[src/rtl/lin_brk_pkg.sv]
package lin_brk_pkg;

   typedef enum logic [1:0] {
      TXS_IDLE  = 2'd0,
      TXS_WAIT  = 2'd1,
      TXS_LOW   = 2'd2,
      TXS_DELIM = 2'd3
   } brk_tx_state_e;

   function automatic int unsigned cnt_width(input int unsigned max_val);
      return (max_val < 2) ? 1 : $clog2(max_val + 1);
   endfunction

endpackage

[src/rtl/lin_brk_tx.sv]
module lin_brk_tx
   import lin_brk_pkg::*;
#(
   parameter int unsigned BRK_BITS   = 13,
   parameter int unsigned DELIM_BITS = 1,
   parameter int unsigned CNT_W      = 4
) (
   input  logic clk,
   input  logic rst_n,
   input  logic lin_en,
   input  logic bit_tick,
   input  logic frame_busy,
   input  logic brk_req,
   output logic tx_own,
   output logic tx_val,
   output logic brk_done
);

   localparam logic [CNT_W-1:0] LOW_LAST   = CNT_W'(BRK_BITS - 1);
   localparam logic [CNT_W-1:0] DELIM_LAST = CNT_W'(DELIM_BITS - 1);

   brk_tx_state_e    state_q;
   logic [CNT_W-1:0] bits_q;
   logic             done_q;

   always_ff @(posedge clk or negedge rst_n) begin
      if (!rst_n) begin
         state_q <= TXS_IDLE;
         bits_q  <= '0;
         done_q  <= 1'b0;
      end else begin
         done_q <= 1'b0;
         if (!lin_en) begin
            state_q <= TXS_IDLE;
            bits_q  <= '0;
         end else begin
            unique case (state_q)
               TXS_IDLE: begin
                  if (brk_req) state_q <= TXS_WAIT;
               end
               TXS_WAIT: begin
                  if (bit_tick && !frame_busy) begin
                     state_q <= TXS_LOW;
                     bits_q  <= '0;
                  end
               end
               TXS_LOW: begin
                  if (bit_tick) begin
                     if (bits_q == LOW_LAST) begin
                        state_q <= TXS_DELIM;
                        bits_q  <= '0;
                     end else begin
                        bits_q <= bits_q + 1'b1;
                     end
                  end
               end
               TXS_DELIM: begin
                  if (bit_tick) begin
                     if (bits_q == DELIM_LAST) begin
                        state_q <= TXS_IDLE;
                        bits_q  <= '0;
                        done_q  <= 1'b1;
                     end else begin
                        bits_q <= bits_q + 1'b1;
                     end
                  end
               end
               default: state_q <= TXS_IDLE;
            endcase
         end
      end
   end

   assign tx_own   = (state_q == TXS_LOW) || (state_q == TXS_DELIM);
   assign tx_val   = (state_q == TXS_DELIM);
   assign brk_done = done_q;

endmodule

[src/rtl/lin_brk_rx.sv]
module lin_brk_rx #(
   parameter int unsigned DET_SHORT = 10,
   parameter int unsigned DET_LONG  = 11,
   parameter int unsigned CNT_W     = 4,
   parameter bit          CLR_WINS  = 1'b0
) (
   input  logic clk,
   input  logic rst_n,
   input  logic lin_en,
   input  logic bit_tick,
   input  logic rx_level,
   input  logic det_len11,
   input  logic flag_clr,
   output logic brk_flag,
   output logic fe_suppress
);

   localparam logic [CNT_W-1:0] RUN_MAX    = {CNT_W{1'b1}};
   localparam logic [CNT_W-1:0] SHORT_LAST = CNT_W'(DET_SHORT - 1);
   localparam logic [CNT_W-1:0] LONG_LAST  = CNT_W'(DET_LONG - 1);
   localparam logic [CNT_W-1:0] MASK_AT    = CNT_W'(DET_SHORT - 1);

   logic [CNT_W-1:0] run_q;
   logic             armed_q;
   logic             flag_q;
   logic             hit;
   logic             flag_nxt;
   logic [CNT_W-1:0] last_lo;

   assign last_lo = det_len11 ? LONG_LAST : SHORT_LAST;
   assign hit     = bit_tick && !rx_level && armed_q && (run_q == last_lo);

   generate
      if (CLR_WINS) begin : g_clr_first
         assign flag_nxt = flag_clr ? 1'b0 : (flag_q | hit);
      end else begin : g_set_first
         assign flag_nxt = hit | (flag_q & ~flag_clr);
      end
   endgenerate

   always_ff @(posedge clk or negedge rst_n) begin
      if (!rst_n) begin
         run_q   <= '0;
         armed_q <= 1'b0;
         flag_q  <= 1'b0;
      end else if (!lin_en) begin
         run_q   <= '0;
         armed_q <= 1'b0;
         flag_q  <= 1'b0;
      end else begin
         flag_q <= flag_nxt;
         if (bit_tick) begin
            if (rx_level) begin
               run_q   <= '0;
               armed_q <= 1'b1;
            end else begin
               if (run_q != RUN_MAX) run_q <= run_q + 1'b1;
               if (hit) armed_q <= 1'b0;
            end
         end
      end
   end

   assign brk_flag    = flag_q;
   assign fe_suppress = lin_en && (run_q >= MASK_AT);

endmodule

[src/rtl/lin_break_unit.sv]
module lin_break_unit
   import lin_brk_pkg::*;
#(
   parameter int unsigned BRK_BITS   = 13,
   parameter int unsigned DELIM_BITS = 1,
   parameter int unsigned DET_SHORT  = 10,
   parameter int unsigned DET_LONG   = 11,
   parameter bit          CLR_WINS   = 1'b0
) (
   input  logic clk,
   input  logic rst_n,
   input  logic lin_en,
   input  logic bit_tick,
   input  logic rx_level,
   input  logic frame_busy,
   input  logic brk_req,
   input  logic det_len11,
   input  logic flag_clr,
   output logic tx_own,
   output logic tx_val,
   output logic brk_done,
   output logic brk_flag,
   output logic fe_suppress
);

   localparam int unsigned TX_CNT_W = cnt_width(BRK_BITS > DELIM_BITS ? BRK_BITS : DELIM_BITS);
   localparam int unsigned RX_CNT_W = cnt_width(DET_LONG + 1);

   if (DET_SHORT < 2) begin : g_bad_short
      $error("DET_SHORT must be at least 2");
   end
   if (DET_LONG <= DET_SHORT) begin : g_bad_long
      $error("DET_LONG must exceed DET_SHORT");
   end
   if (DELIM_BITS < 1) begin : g_bad_delim
      $error("DELIM_BITS must be at least 1");
   end
   if (BRK_BITS <= DET_LONG) begin : g_bad_brk
      $error("BRK_BITS must exceed DET_LONG");
   end

   lin_brk_tx #(
      .BRK_BITS   (BRK_BITS),
      .DELIM_BITS (DELIM_BITS),
      .CNT_W      (TX_CNT_W)
   ) u_tx (
      .clk        (clk),
      .rst_n      (rst_n),
      .lin_en     (lin_en),
      .bit_tick   (bit_tick),
      .frame_busy (frame_busy),
      .brk_req    (brk_req),
      .tx_own     (tx_own),
      .tx_val     (tx_val),
      .brk_done   (brk_done)
   );

   lin_brk_rx #(
      .DET_SHORT (DET_SHORT),
      .DET_LONG  (DET_LONG),
      .CNT_W     (RX_CNT_W),
      .CLR_WINS  (CLR_WINS)
   ) u_rx (
      .clk         (clk),
      .rst_n       (rst_n),
      .lin_en      (lin_en),
      .bit_tick    (bit_tick),
      .rx_level    (rx_level),
      .det_len11   (det_len11),
      .flag_clr    (flag_clr),
      .brk_flag    (brk_flag),
      .fe_suppress (fe_suppress)
   );

endmodule

[config.mk]
export PLATFORM = sky130hd
export DESIGN_NAME = lin_break_unit
export DESIGN_NICKNAME = d
export VERILOG_FILES = /design/src/rtl/lin_brk_pkg.sv /design/src/rtl/lin_brk_tx.sv /design/src/rtl/lin_brk_rx.sv /design/src/rtl/lin_break_unit.sv
export SDC_FILE = /design/constraint.sdc
export NUM_CORES = 1
export LEC_CHECK = 0
export BUFFER_PORTS_ARGS = -buffer_cell sky130_fd_sc_hd__buf_4
export CELL_PAD_IN_SITES_DETAIL_PLACEMENT = 1
export CELL_PAD_IN_SITES_GLOBAL_PLACEMENT = 2
export CORE_MARGIN = 2
export CORE_UTILIZATION = 36
export CTS_CLUSTER_DIAMETER = 60
export DETAILED_ROUTE_END_ITERATION = 8
export GPL_ROUTABILITY_DRIVEN = 1
export PLACE_DENSITY = 0.79
export SLEW_MARGIN = 15
export SYNTH_ARGS = -nofsm -noshare
export SYNTH_HDL_FRONTEND = slang
export SYNTH_SLANG_ARGS = --single-unit
[constraint.sdc]
create_clock -name clk -period 4.6 [get_ports clk]
set_clock_uncertainty 0.05 [all_clocks]
set_input_delay 0.69 -clock clk [delete_from_list [all_inputs] [get_ports clk]]
set_output_delay 0.69 -clock clk [all_outputs]
set_load 0.02 [all_outputs]
==> run summary <==
Post-route DRC = 0
Crit Path Class = reg -> out
Clock-pin slew of the registers on the worst-case setup and hold paths = 0.08 ns
Core Region = 0.00241 sq mm
First-pass detailed-route iteration total = 5
Tightest Hold Check Type = in -> async
Cell Chain, Critical Path = inv_1 > ha_1 > nor2_1 > inv_1 > buf_4
Critical path's slowest cell = dfrtp_1
EDFF count, synth = 0
Crit path launch type = flip-flop
CTS Hold Buffers Added = 0
Largest net degree at the start of global routing = 14
Post-synth cell types = 32
First-pass GRT wire length = 3590 um
Final setup fails = 0
Layout net count = 132
Worst setup path startpoint = u_tx.state_q[0]
CTS tree = done
CP dominant cell by count = inv_1
Resize count post-CTS = 0
R2r endpoint = u_tx.bits_q[2]
Share of flip-flops with an asynchronous set or reset = 1.00
Clock tree buffer depth = 2
Area contributors post-synth = dfrtp_1, ha_1, nand2_1, o21ai_0, inv_1
Post-Route WL = 2140 um
Post-synth top area share = 0.365
Ys Warns = 0
Gpl congestion = 0.761
Worst Path Max Fanout = 5
Net Count, Synth = 114
DP HPWL = 1670 um
Prevailing post-synth register cell = dfrtp_1
Outcome = finished, final reports clean
GRT overflow = 0
Slew margin rel. = 0.621
Cell Rows = 18
Post-detailed-route count of antenna-violating nets = 0
1st-iter DRT viols = 10
RSZ-0062 raised after global routing = false
Peak Freq = 447 MHz
Count leader, synth = dfrtp_1
Worst-Skew Late Latency = 0.27 ns
DR vias = 782
Die Y = 53.7 um
Crit path time final = 2.24 ns
#FFs+latches synth = 13
CP Capture Type = output pin
CP peak stage delay = 0.41 ns
Number of CTS-inserted buffers = 3
Worst R2R Start = u_tx.state_q[0]
Post-Place Setup Slack = 2.36 ns
Antenna fix cells = 0
Top-Level Pins = 14
Initial Util = 0.370
WL per Instance = 15.0 um
IR drop worst, VDD = 0.264 mV
Worst EP required = 3.86 ns
Share of layout cells above drive strength 1 = 0.214
Layout area overhead = 18.1%
R2R depth = 6
Max-slew violation count = 0
Final core utilization = 0.437
Post-synth top area cell = dfrtp_1
Vias per cell = 5.51
Setup TNS = 0 ns
Slew @ Worst Pin = 0.569 ns
Vias in the first global route = 769
Setup bufs post-CTS = 0
PD cells = 364 mW/mm^2
Tcrit/Tclk final = 0.486
Final worst setup slack = 2.36 ns
Leakage = 0.500 nW
Chip width = 53.7 um
CP arrival = 1.50 ns
PortBufs = 13
Die area = 0.00289 sq mm
Root buf cell = clkbuf_4
R2R setup slack = 2.42 ns
Avg Cell Area, Syn = 9.38 sq um
Gr usage total = 0.173
Sequential-to-total area share from yosys stat = 0.365
Fin. Hold Viols = 0
H-tree levels = 1
Initial antenna violation count = 0
Mapped Cells = 95
Top post-synthesis cells by count = dfrtp_1, ha_1, nand2_1
Post-Syn Area = 891 sq um
Max_cap viols = 0
CTS sink count = 13
metrics by stage:
step / area (sq um) / hold slack [ns] / instances / power (mW)
after CTS: 1050 / 0.200 / 142 / 0.391
after global routing: 1050 / 0.194 / 142 / 0.415
after detailed placement: 1030 / 0.490 / 138 / 0.318
after global placement: 1030 / 0.471 / 138 / 0.310
final: 1050 / 0.201 / 142 / 0.383
after floorplan: 891 / 0.344 / 95 / 0.262
power by group:
part / total (mW) / switching, mW / internal, mW
sequential: 0.140 / 0.0140 / 0.126
clock: 0.0701 / 0.0366 / 0.0335
combinational: 0.173 / 0.100 / 0.0727
total: 0.383 / 0.151 / 0.232
cells in the final DEF (no fill, tap or decap), types with 2 or more instances in the layout:
cell type and n:
nand2b_1 3, inv_1 9, a21oi_1 4, o21ai_0 7, nand4b_1 3, nor3_1 3
clkbuf_4 3, dfrtp_1 13, buf_4 13, nand3_1 5, nor3b_1 2, nand2_1 10
ha_1 10, nor2_1 6
routing by layer:
metal / part of all wire / GRT usage
met2: 0.50 / 0.280
met3: 0.041 / 0.0278
met4: 0.015 / 0.0726
met5: 0 / 0
met1: 0.44 / 0.225
cell type report:
class / instances / area, sq um
multi-input combinational: 72 / 528
inverter: 10 / 37.5
tap: 30 / 37.5
sequential: 13 / 325
timing repair buffer: 13 / 97.6
clock buffer: 4 / 26.3
fill: 299 / 1360
how the worst max path moves through the flow:
stage | cells after the start | to | slack, ns
after floorplan | 6 | u_tx.state_q[0] | 2.66
after CTS | 5 | tx_own | 2.34
final | 5 | tx_own | 2.36
after global routing | 6 | u_tx.state_q[0] | 2.22
after detailed placement | 5 | u_tx.bits_q[2] | 2.36
after global placement | 5 | u_tx.bits_q[2] | 2.40
worst max-delay path, delay by kind of cell, from the launching register on:
| kind | cells | cell delay (ns) |
|---|---|---|
| fa+ha+maj | 1 | 0.29 |
| simple gates | 1 | 0.20 |
| buf+inv | 3 | 0.33 |
| flops | 1 | 0.41 |
registers in the layout, indices dropped and copies added, names as in the netlist:
register / flops
u_rx.brk_flag: 1
u_rx.armed_q: 1
u_tx.state_q: 2
u_tx.brk_done: 1
u_rx.run_q: 4
u_tx.bits_q: 4
cell families after synthesis:
kind of cell | count (synthesis) | synth area share
AOI/OAI and AO/OA | 20 | 0.170
buffers and inverters | 10 | 0.0421
DFF | 13 | 0.365
and+or+nand+nor | 41 | 0.270
muxes | 1 | 0.0126
adders and majority gates | 10 | 0.140
No activity file was read; power rests on OpenSTA's default activity.
